## config.mk

```make
export PLATFORM = sky130hd
export DESIGN_NAME = pbus_wlatch
export DESIGN_NICKNAME = d
export VERILOG_FILES = /design/src/rtl/pbus_wlatch_pkg.sv /design/src/rtl/pbus_drain_timer.sv /design/src/rtl/pbus_latch_pack.sv /design/src/rtl/pbus_latch_unpack.sv /design/src/rtl/pbus_wlatch.sv
export SDC_FILE = /design/constraint.sdc
export NUM_CORES = 1
export LEC_CHECK = 0
export BUFFER_PORTS_ARGS = -buffer_cell sky130_fd_sc_hd__buf_2
export CORE_AREA = 2 2 107 109
export CTS_BUF_LIST = sky130_fd_sc_hd__clkbuf_2 sky130_fd_sc_hd__clkbuf_4 sky130_fd_sc_hd__clkbuf_8
export DETAILED_ROUTE_END_ITERATION = 6
export DIE_AREA = 0 0 109 111
export PLACE_DENSITY = 0.72
export SLEW_MARGIN = 20
export SYNTH_ARGS = -nofsm -noshare
export SYNTH_HDL_FRONTEND = slang
export SYNTH_SLANG_ARGS = --single-unit
```

## constraint.sdc

```tcl
create_clock -name clk -period 1.65 [get_ports clk]
set_clock_uncertainty 0.1 [all_clocks]
set_input_delay 0.0825 -clock clk [delete_from_list [all_inputs] [get_ports clk]]
set_output_delay 0.0825 -clock clk [all_outputs]
set_load 0.02 [all_outputs]
```

## src/rtl/pbus_wlatch_pkg.sv

```systemverilog
package pbus_wlatch_pkg;
    typedef enum logic [1:0] {
        SZ_BYTE  = 2'd0,
        SZ_HALF  = 2'd1,
        SZ_WORD  = 2'd2,
        SZ_DWORD = 2'd3
    } acc_size_e;

    localparam int unsigned HOLD_W = 32;
    localparam int unsigned DATA_W = 64;
endpackage

```

## src/rtl/pbus_drain_timer.sv

```systemverilog
module pbus_drain_timer #(
    parameter int unsigned DRAIN_CYCLES = 100,
    localparam int unsigned CNT_W = $clog2(DRAIN_CYCLES + 1)
) (
    input  logic             clk,
    input  logic             rst_n,
    input  logic             start,
    input  logic             cancel,
    output logic             busy,
    output logic [CNT_W-1:0] remain
);
    typedef struct packed {
        logic             busy;
        logic [CNT_W-1:0] cnt;
    } tmr_t;

    tmr_t st_d, st_q;

    always_comb begin
        st_d = st_q;
        if (start) begin
            st_d.busy = 1'b1;
            st_d.cnt  = CNT_W'(DRAIN_CYCLES);
        end else if (cancel) begin
            st_d.busy = 1'b0;
            st_d.cnt  = '0;
        end else if (st_q.busy) begin
            if (st_q.cnt == CNT_W'(1)) begin
                st_d.busy = 1'b0;
                st_d.cnt  = '0;
            end else begin
                st_d.cnt = st_q.cnt - CNT_W'(1);
            end
        end
    end

    always_ff @(posedge clk or negedge rst_n) begin
        if (!rst_n) st_q <= '0;
        else        st_q <= st_d;
    end

    assign busy   = st_q.busy;
    assign remain = st_q.cnt;

    // a start loads the full drain time
    p_start_load_r2: assert property (@(posedge clk) disable iff (!rst_n)
        start |=> (busy && remain == CNT_W'(DRAIN_CYCLES)));
    // while busy the count stays within 1..DRAIN_CYCLES
    p_remain_bound_r2: assert property (@(posedge clk) disable iff (!rst_n)
        busy |-> (remain >= CNT_W'(1) && remain <= CNT_W'(DRAIN_CYCLES)));
    // the count falls by one per idle busy cycle
    p_count_down_r2: assert property (@(posedge clk) disable iff (!rst_n)
        (busy && !start && !cancel && remain > CNT_W'(1)) |=> (busy && remain == $past(remain) - CNT_W'(1)));
    // a cancel ends the drain
    p_cancel_r8: assert property (@(posedge clk) disable iff (!rst_n)
        (cancel && !start) |=> !busy);
endmodule

```

## src/rtl/pbus_latch_pack.sv

```systemverilog
module pbus_latch_pack
    import pbus_wlatch_pkg::*;
(
    input  acc_size_e          size,
    input  logic               addr_lsb,
    input  logic [DATA_W-1:0]  wdata,
    output logic [HOLD_W-1:0]  hold
);
    always_comb begin
        unique case (size)
            SZ_BYTE:  hold = addr_lsb ? {8'h00, wdata[7:0], 16'h0000}
                                      : {wdata[7:0], 24'h000000};
            SZ_HALF:  hold = {wdata[15:0], 16'h0000};
            SZ_WORD:  hold = wdata[31:0];
            default:  hold = wdata[63:32];
        endcase
    end
endmodule

```

## src/rtl/pbus_latch_unpack.sv

```systemverilog
module pbus_latch_unpack
    import pbus_wlatch_pkg::*;
(
    input  acc_size_e          size,
    input  logic [HOLD_W-1:0]  hold,
    output logic [DATA_W-1:0]  rdata
);
    always_comb begin
        unique case (size)
            SZ_BYTE:  rdata = {56'h0, hold[31:24]};
            SZ_HALF:  rdata = {48'h0, hold[31:16]};
            SZ_WORD:  rdata = {32'h0, hold};
            default:  rdata = {hold, 32'h0};
        endcase
    end
endmodule

```

## src/rtl/pbus_wlatch.sv

```systemverilog
module pbus_wlatch
    import pbus_wlatch_pkg::*;
#(
    parameter int unsigned ADDR_W       = 32,
    parameter int unsigned DRAIN_CYCLES = 100,
    parameter int unsigned STALL_W      = 8,
    parameter logic [ADDR_W-1:0] DEBUG_ADDR = ADDR_W'(32'h0500_0020)
) (
    input  logic               clk,
    input  logic               rst_n,
    input  logic               req_valid,
    input  logic               req_write,
    input  logic [1:0]         req_size,
    input  logic [ADDR_W-1:0]  req_addr,
    input  logic [63:0]        req_wdata,
    output logic               bus_valid,
    output logic               bus_write,
    output logic [1:0]         bus_size,
    output logic [ADDR_W-1:0]  bus_addr,
    output logic [63:0]        bus_wdata,
    output logic               latch_hit,
    output logic [63:0]        latch_rdata,
    output logic               stall_valid,
    output logic [STALL_W-1:0] stall_cycles,
    output logic               io_busy
);
    localparam int unsigned CNT_W = $clog2(DRAIN_CYCLES + 1);

    typedef struct packed {
        logic [HOLD_W-1:0] hold;
    } lat_t;

    lat_t              st_d, st_q;
    logic              busy;
    logic [CNT_W-1:0]  remain;
    logic              wr_req, rd_req, is_dbg;
    logic              accept_wr, drop_wr, stale_rd;
    logic [HOLD_W-1:0] packed_hold;
    acc_size_e         size_e;

    assign size_e    = acc_size_e'(req_size);
    assign wr_req    = req_valid &&  req_write;
    assign rd_req    = req_valid && !req_write;
    assign is_dbg    = (req_addr == DEBUG_ADDR);
    assign accept_wr = wr_req && !busy;
    assign drop_wr   = wr_req && busy && !is_dbg;
    assign stale_rd  = rd_req && busy;

    pbus_latch_pack i_pack (
        .size     (size_e),
        .addr_lsb (req_addr[0]),
        .wdata    (req_wdata),
        .hold     (packed_hold)
    );

    pbus_latch_unpack i_unpack (
        .size  (size_e),
        .hold  (st_q.hold),
        .rdata (latch_rdata)
    );

    pbus_drain_timer #(.DRAIN_CYCLES(DRAIN_CYCLES)) i_timer (
        .clk    (clk),
        .rst_n  (rst_n),
        .start  (accept_wr),
        .cancel (stale_rd),
        .busy   (busy),
        .remain (remain)
    );

    always_comb begin
        st_d = st_q;
        if (accept_wr) st_d.hold = packed_hold;
    end

    always_ff @(posedge clk or negedge rst_n) begin
        if (!rst_n) st_q <= '0;
        else        st_q <= st_d;
    end

    always_comb begin
        bus_valid    = req_valid && !drop_wr && !stale_rd;
        bus_write    = req_write;
        bus_size     = req_size;
        bus_addr     = req_addr;
        bus_wdata    = req_wdata;
        latch_hit    = stale_rd;
        stall_valid  = stale_rd;
        stall_cycles = '0;
        if (stale_rd) stall_cycles[CNT_W-1:0] = remain;
    end

    assign io_busy = busy;

    // a dropped write leaves the holding register untouched
    p_drop_keeps_hold_r3: assert property (@(posedge clk) disable iff (!rst_n)
        drop_wr |=> (st_q.hold == $past(st_q.hold)));
    // a debug write during a drain leaves the holding register untouched
    p_dbg_keeps_hold_r4: assert property (@(posedge clk) disable iff (!rst_n)
        (wr_req && busy && is_dbg) |=> (st_q.hold == $past(st_q.hold)));
    // the stall pulse lasts one cycle
    p_single_stall_r8: assert property (@(posedge clk) disable iff (!rst_n)
        stall_valid |=> !stall_valid);
    // the stall charge lies inside the drain window
    p_stall_range_r8: assert property (@(posedge clk) disable iff (!rst_n)
        stall_valid |-> (stall_cycles >= STALL_W'(1) && stall_cycles <= STALL_W'(DRAIN_CYCLES)));
    // a stale read never reaches the bus
    p_stale_not_fwd_r7: assert property (@(posedge clk) disable iff (!rst_n)
        latch_hit |-> !bus_valid);
endmodule

```

Yosys cells after proc, flatten, opt, wreduce, memory -nomap -nowiden

Cells that the tools add are included.

Logic and storage cells: 32
Bits in registers: 40
Input bits: 102
Output and inout bits: 175

Add/sub/neg operators: 1
Mux-type cells: 9
Reduce and logical (&&, ||, !) cells: 15
Equal/unequal tests: 4

Operators with widths:

| operator               | count |
|---|---|
| $pmux W64 S3           | 1 |
| $pmux W32 S3           | 1 |
| $eq A32 B27 Y1 const B | 1 |
| $mux W32               | 1 |
| $mux W8                | 3 |
| $mux W7                | 2 |
| $logic_and A1 B1 Y1    | 8 |
| $eq A7 B1 Y1 const B   | 1 |
| $sub A7 B1 Y7 const B  | 1 |
| $logic_not A1 Y1       | 5 |
| $reduce_bool A3 Y1     | 1 |
| $eq A2 B1 Y1 const B   | 1 |
| $eq A2 B2 Y1 const B   | 1 |
| $logic_not A2 Y1       | 1 |
| $mux W1                | 1 |

Depth between registers and ports, before layout

Depth in word-level cells: 6
Depth in mapped cells: 6
Depth with buffers taken out: 6

By module

From an unflattened synthesis, not the netlist that was laid out.

Cell total of the unflattened synthesis: 418
Area, all modules: 4141.5 um2

By module, submodules not included:

| module            | times used | area each (um2) | sequential area each (um2) | cells an instance |
|---|---|---|---|---|
| pbus_wlatch       | 1          | 2238.4          | 800.8                      | 194 |
| pbus_latch_pack   | 1          | 772.0           | 0.0                        | 82 |
| pbus_latch_unpack | 1          | 669.4           | 0.0                        | 95 |
| pbus_drain_timer  | 1          | 461.7           | 200.2                      | 47 |

Worst setup path after synthesis

OpenSTA, ideal clock, no wires.

Path type: register to output
Start point: reg i_timer.st_q, in the netlist i_timer.busy
End point: out stall_cycles[2]
Setup slack: -132 ps
Buffers on the path: 1
Required time: 1467 ps
Stages on the path, launching flop included: 5
Arrival time: 1600 ps
Cell sequence: dfrtp_1 buf_4 clkinv_1 nor2_1 and2_1

Longest elaborated chain between the ends: 2

Ends and longest elaborated chain:

| item                     | line                   | source |
|---|---|---|
| start: declaration       | pbus_drain_timer.sv:17 | `tmr_t st_d, st_q;` |
| start signal: assignment | pbus_drain_timer.sv:39 | `else st_q <= st_d;` |
| $logic_and A1 B1 Y1      | pbus_wlatch.sv:47      | `assign stale_rd = rd_req && busy;` |
| named net latch_hit      | pbus_wlatch.sv:21      | `output logic latch_hit,` |
| $mux W7                  | pbus_wlatch.sv:90      | `if (stale_rd) stall_cycles[CNT_W-1:0] = remain;` |
| end: declaration         | pbus_wlatch.sv:24      | `output logic [STALL_W-1:0] stall_cycles,` |

The timed path passes the listed nets, and every way through them passes these cells.

Final worst setup path

Start point: reg i_timer.st_q, in the netlist i_timer.remain[3]
End point: reg i_timer.st_q, in the netlist i_timer.remain[5]

Longest elaborated chain between the ends: 5
Elaborated cells on any way between the ends: 6
Classes of those cells: add/sub: 1; eq/ne: 1; mux: 4

Ends and longest elaborated chain:

| item                                          | line                                           | source |
|---|---|---|
| $sub A7 B1 Y7 or $eq A7 B1 Y1 (tied branches) | pbus_drain_timer.sv:32, pbus_drain_timer.sv:28 |  |
| $mux W7 *                                     | pbus_drain_timer.sv:28                         | `if (st_q.cnt == CNT_W'(1)) begin` |
| $mux W8 *                                     | pbus_drain_timer.sv:27                         | `end else if (st_q.busy) begin` |
| $mux W8 *                                     | pbus_drain_timer.sv:24                         | `end else if (cancel) begin` |
| $mux W8 *                                     | pbus_drain_timer.sv:21                         | `if (start) begin` |

Mark *: on every way between the ends. The rest lies on a longest branch, timed or not. The select of a mux whose other input is x is not followed.
A chain may end at the register's enable or synchronous reset.

==> results.sh <==
export IMPL_status="finished with violations"
export IMPL_violations="negative hold slack, negative setup slack"
export IMPL_wl_per_cell_um=17.3
export IMPL_place_inst=744
export IMPL_grt_pass1_wl_mm=20.5
export IMPL_grtUsageMet2_pct=32.8
export IMPL_fp_dieH_um=111
export IMPL_htreeDepth=2
export IMPL_grt_setup_unrepaired="yes"
export IMPL_drv_slew=0
export IMPL_syn2layout_area_growth_pct=34.1
export IMPL_synth_async_sr_flop_share_pct=100
export IMPL_min_path_cells=3
export IMPL_path_max_fanout=7
export IMPL_grt_busiest_layer="met1"
export IMPL_ir_worst_vdd_v=0.000466
export IMPL_ys_warnings_count=0
export IMPL_synth_edf_count=0
export IMPL_post_route_min_period_ns=1.68
export IMPL_p_sw_share_pct=45.3
export IMPL_p_clk_share_pct=15.3
export IMPL_setup_tns_ns=-0.0328
export IMPL_cts_made_buffers=5
export IMPL_critPathKind="reg -> reg"
export IMPL_hpwl_mm=10.5
export IMPL_avgSynthCellArea_um2=8.33
export IMPL_r2r_start="i_timer.remain[3]"
export IMPL_clockBufferDepth=2
export IMPL_grtUsageMet1_pct=33.2
export IMPL_hold_start="req_wdata[36]"
export IMPL_synth_seq_cells=40
export IMPL_hold_path_class="in -> reg"
export IMPL_drtIter0Drc=248
export IMPL_die_x_um=109
export IMPL_drive_gt1_share_pct=51.1
export IMPL_power_frac_seq_pct=34.6
export IMPL_clk_pin_slew_ns=0.10
export IMPL_slew_headroom_pct=55.5
export IMPL_min_period_over_period_pct=102
export IMPL_synth_top_area_share_pct=27.6
export IMPL_grt_max_degree=47
export IMPL_antenna_found_initial=0
export IMPL_cell_internal_pwr_mw=3.07
export IMPL_r2r_cells=4
export IMPL_antenna_left=0
export IMPL_finalWirelength_mm=13.5
export IMPL_combinationalPowerShare_pct=50.1
export IMPL_power_leakage_nw=2.70
export IMPL_met3_usage_pct=2.82
export IMPL_final_cell_mix="buf_2, dfrtp_1, nor2_1, and3_1"
export IMPL_die_area_mm2=0.0121
export IMPL_powerDensity_mw_per_mm2=1150
export IMPL_initial_core_util_pct=32.8
export IMPL_setup_ws_ns=-0.0300
export IMPL_p_switching_mw=2.54
export IMPL_tightest_slew_ns=0.667
export IMPL_gr_usage_all_layers_pct=22.0
export IMPL_hold_violations=1
export IMPL_ys_flop_type="dfrtp_1"
export IMPL_reg2reg_slack_ns=-0.03
export IMPL_synth_distinct_cells=47
export IMPL_final_common_cell="buf_2"
export IMPL_stdcell_count=777
export IMPL_clk_latency_ns=0.29
export IMPL_worst_setup_path_start_kind="register"
export IMPL_netlist_instances=436
export IMPL_whs_endpoint="st_q[4]"
export IMPL_cts_root_buffer="clkbuf_8"
export IMPL_netlist_area_mm2=0.00363
export IMPL_reg2reg_to="i_timer.remain[5]"
export IMPL_synth_area_leaders="dfrtp_1, buf_4, and3_1"
export IMPL_yosysTopAreaCell="dfrtp_1"
export IMPL_io_pins=277
export IMPL_viasPerCell=4.89
export IMPL_gp_routability_congestion=0.865
export IMPL_cp_data_required_time_ns=1.74
export IMPL_max_freq_ghz=0.595
export IMPL_antennaDiodeCount=0
export IMPL_row_count=39
export IMPL_seq_area_frac_synth_pct=27.6
export IMPL_overflow=0
export IMPL_first_global_vias=3566
export IMPL_io_buffers=275
export IMPL_fin_nets=737
export IMPL_arrival_ns=1.77
export IMPL_clock_sinks=40
export IMPL_first_pass_iters=4
export IMPL_hold_ws_ns=-0.00716
export IMPL_drc_errors=0
export IMPL_fp_coreArea_mm2=0.0111
export IMPL_vias=3798
export IMPL_endpoint_kind="register"
export IMPL_cts_tree="built"
export IMPL_synthesis_nets=540
export IMPL_setup_violations=2
export IMPL_cap_viol_max_count=0
==> per-layer routing <==
layer | share of wire (%) | routed length [um] | vias up
li1 | - | - | 1844
met2 | 46 | 6140 | 150
met5 | 0 | 0 | -
met4 | 2.2 | 301 | 0
met3 | 5.2 | 705 | 25
met1 | 47 | 6330 | 1779
==> logic make-up after synthesis <==
group,Yosys count,synth area share (%)
compound gates,91,18.8
xor+xnor,2,0.483
fa+ha+maj,2,0.689
buf+inv,134,24.9
flops,40,27.6
mux,17,5.44
other cells,1,0.103
simple gates,149,22.0
==> worst max-delay path, stage by stage (launching register included) <==
cell and delay (ns):
dfrtp_1 0.39, or3_4 0.42, o311ai_4 0.40, o21bai_4 0.20, a2bb2oi_2 0.06
==> synthesized netlist by cell type (2+ instances only) <==
master    instances
a221oi_1         22
nor4_1            3
nor3_1            5
nand2_1          23
buf_4           104
buf_1             2
and3_1           32
nand2b_1         10
and2_1           20
a21o_1            6
or3_4             2
clkbuf_1         16
nor4b_1           4
a211oi_1          6
o22ai_1           8
a22o_1            8
dfrtp_1          40
mux2i_1          13
a21oi_1          13
buf_2             8
nand4_1           2
mux4_2            2
o21ai_0          11
mux2_2            2
nor2b_1           5
ha_1              2
nor2_1           38
inv_1             3
o31ai_1           8
==> metrics by stage <==
| stage | worst slack [ns] | util [%] | power (mW) | cell area, um^2 |
|---|---|---|---|---|
| after floorplan | 0.0261 | - | 3.69 | 3640 |
| after detailed placement | 0.0131 | 40.6 | 4.68 | 4500 |
| after global placement | 0.0250 | 40.6 | 4.64 | 4500 |
| after CTS | 0.00864 | 43.7 | 5.59 | 4840 |
| final | -0.0300 | 44.0 | 5.61 | 4870 |
| after global routing | -0.0966 | 44.0 | 6.01 | 4870 |
==> sequential cells by signal, indices dropped and copies added, names as in the netlist <==
name / cells
i_timer.busy: 1
i_timer.remain: 7
st_q: 32
==> worst max-delay path by stage <==
| stage | startpoint | to | slack, ns | cells past startpoint |
|---|---|---|---|---|
| final | i_timer.remain[3] | i_timer.remain[5] | -0.03 | 4 |
| after global routing | i_timer.remain[3] | i_timer.remain[5] | -0.1 | 4 |
| after CTS | i_timer.busy | stall_cycles[4] | 0.009 | 5 |
| after detailed placement | i_timer.remain[4] | i_timer.remain[5] | 0.01 | 4 |
| after global placement | i_timer.remain[4] | i_timer.remain[5] | 0.03 | 4 |
| after floorplan | i_timer.busy | st_q[10] | 0.03 | 6 |
==> final cells by class <==
type,instances,area (um^2)
inverter,4,15.0
timing repair buffer,320,1810
multi-input combinational,262,1750
clock inverter,3,46.3
tap,143,179
sequential,40,1000
clock buffer,5,68.8
fill,1137,6210
==> timing repair <==
| action | 4_1_cts | 5_1_grt |
|---|---|---|
| setup buffers | 0 | 2 |
| pin swaps | 1 | 5 |
| gates resized for setup | 0 | 4 |
| hold buffers | 23 | 0 |
| endpoints found under the setup margin | 1 | 9 |
| hold endpoints to repair | 32 | 0 |
==> power by group through the flow <==
stage / logic (mW) / clock network, mW / registers [mW]
after global placement: 2.69 / 0 / 1.95
after detailed placement: 2.71 / 0 / 1.97
final: 2.81 / 0.857 / 1.94
after CTS: 2.76 / 0.874 / 1.95
after global routing: 3.08 / 0.915 / 2.02
after floorplan: 1.95 / 0 / 1.73
Power figures use the tool's default switching activity.
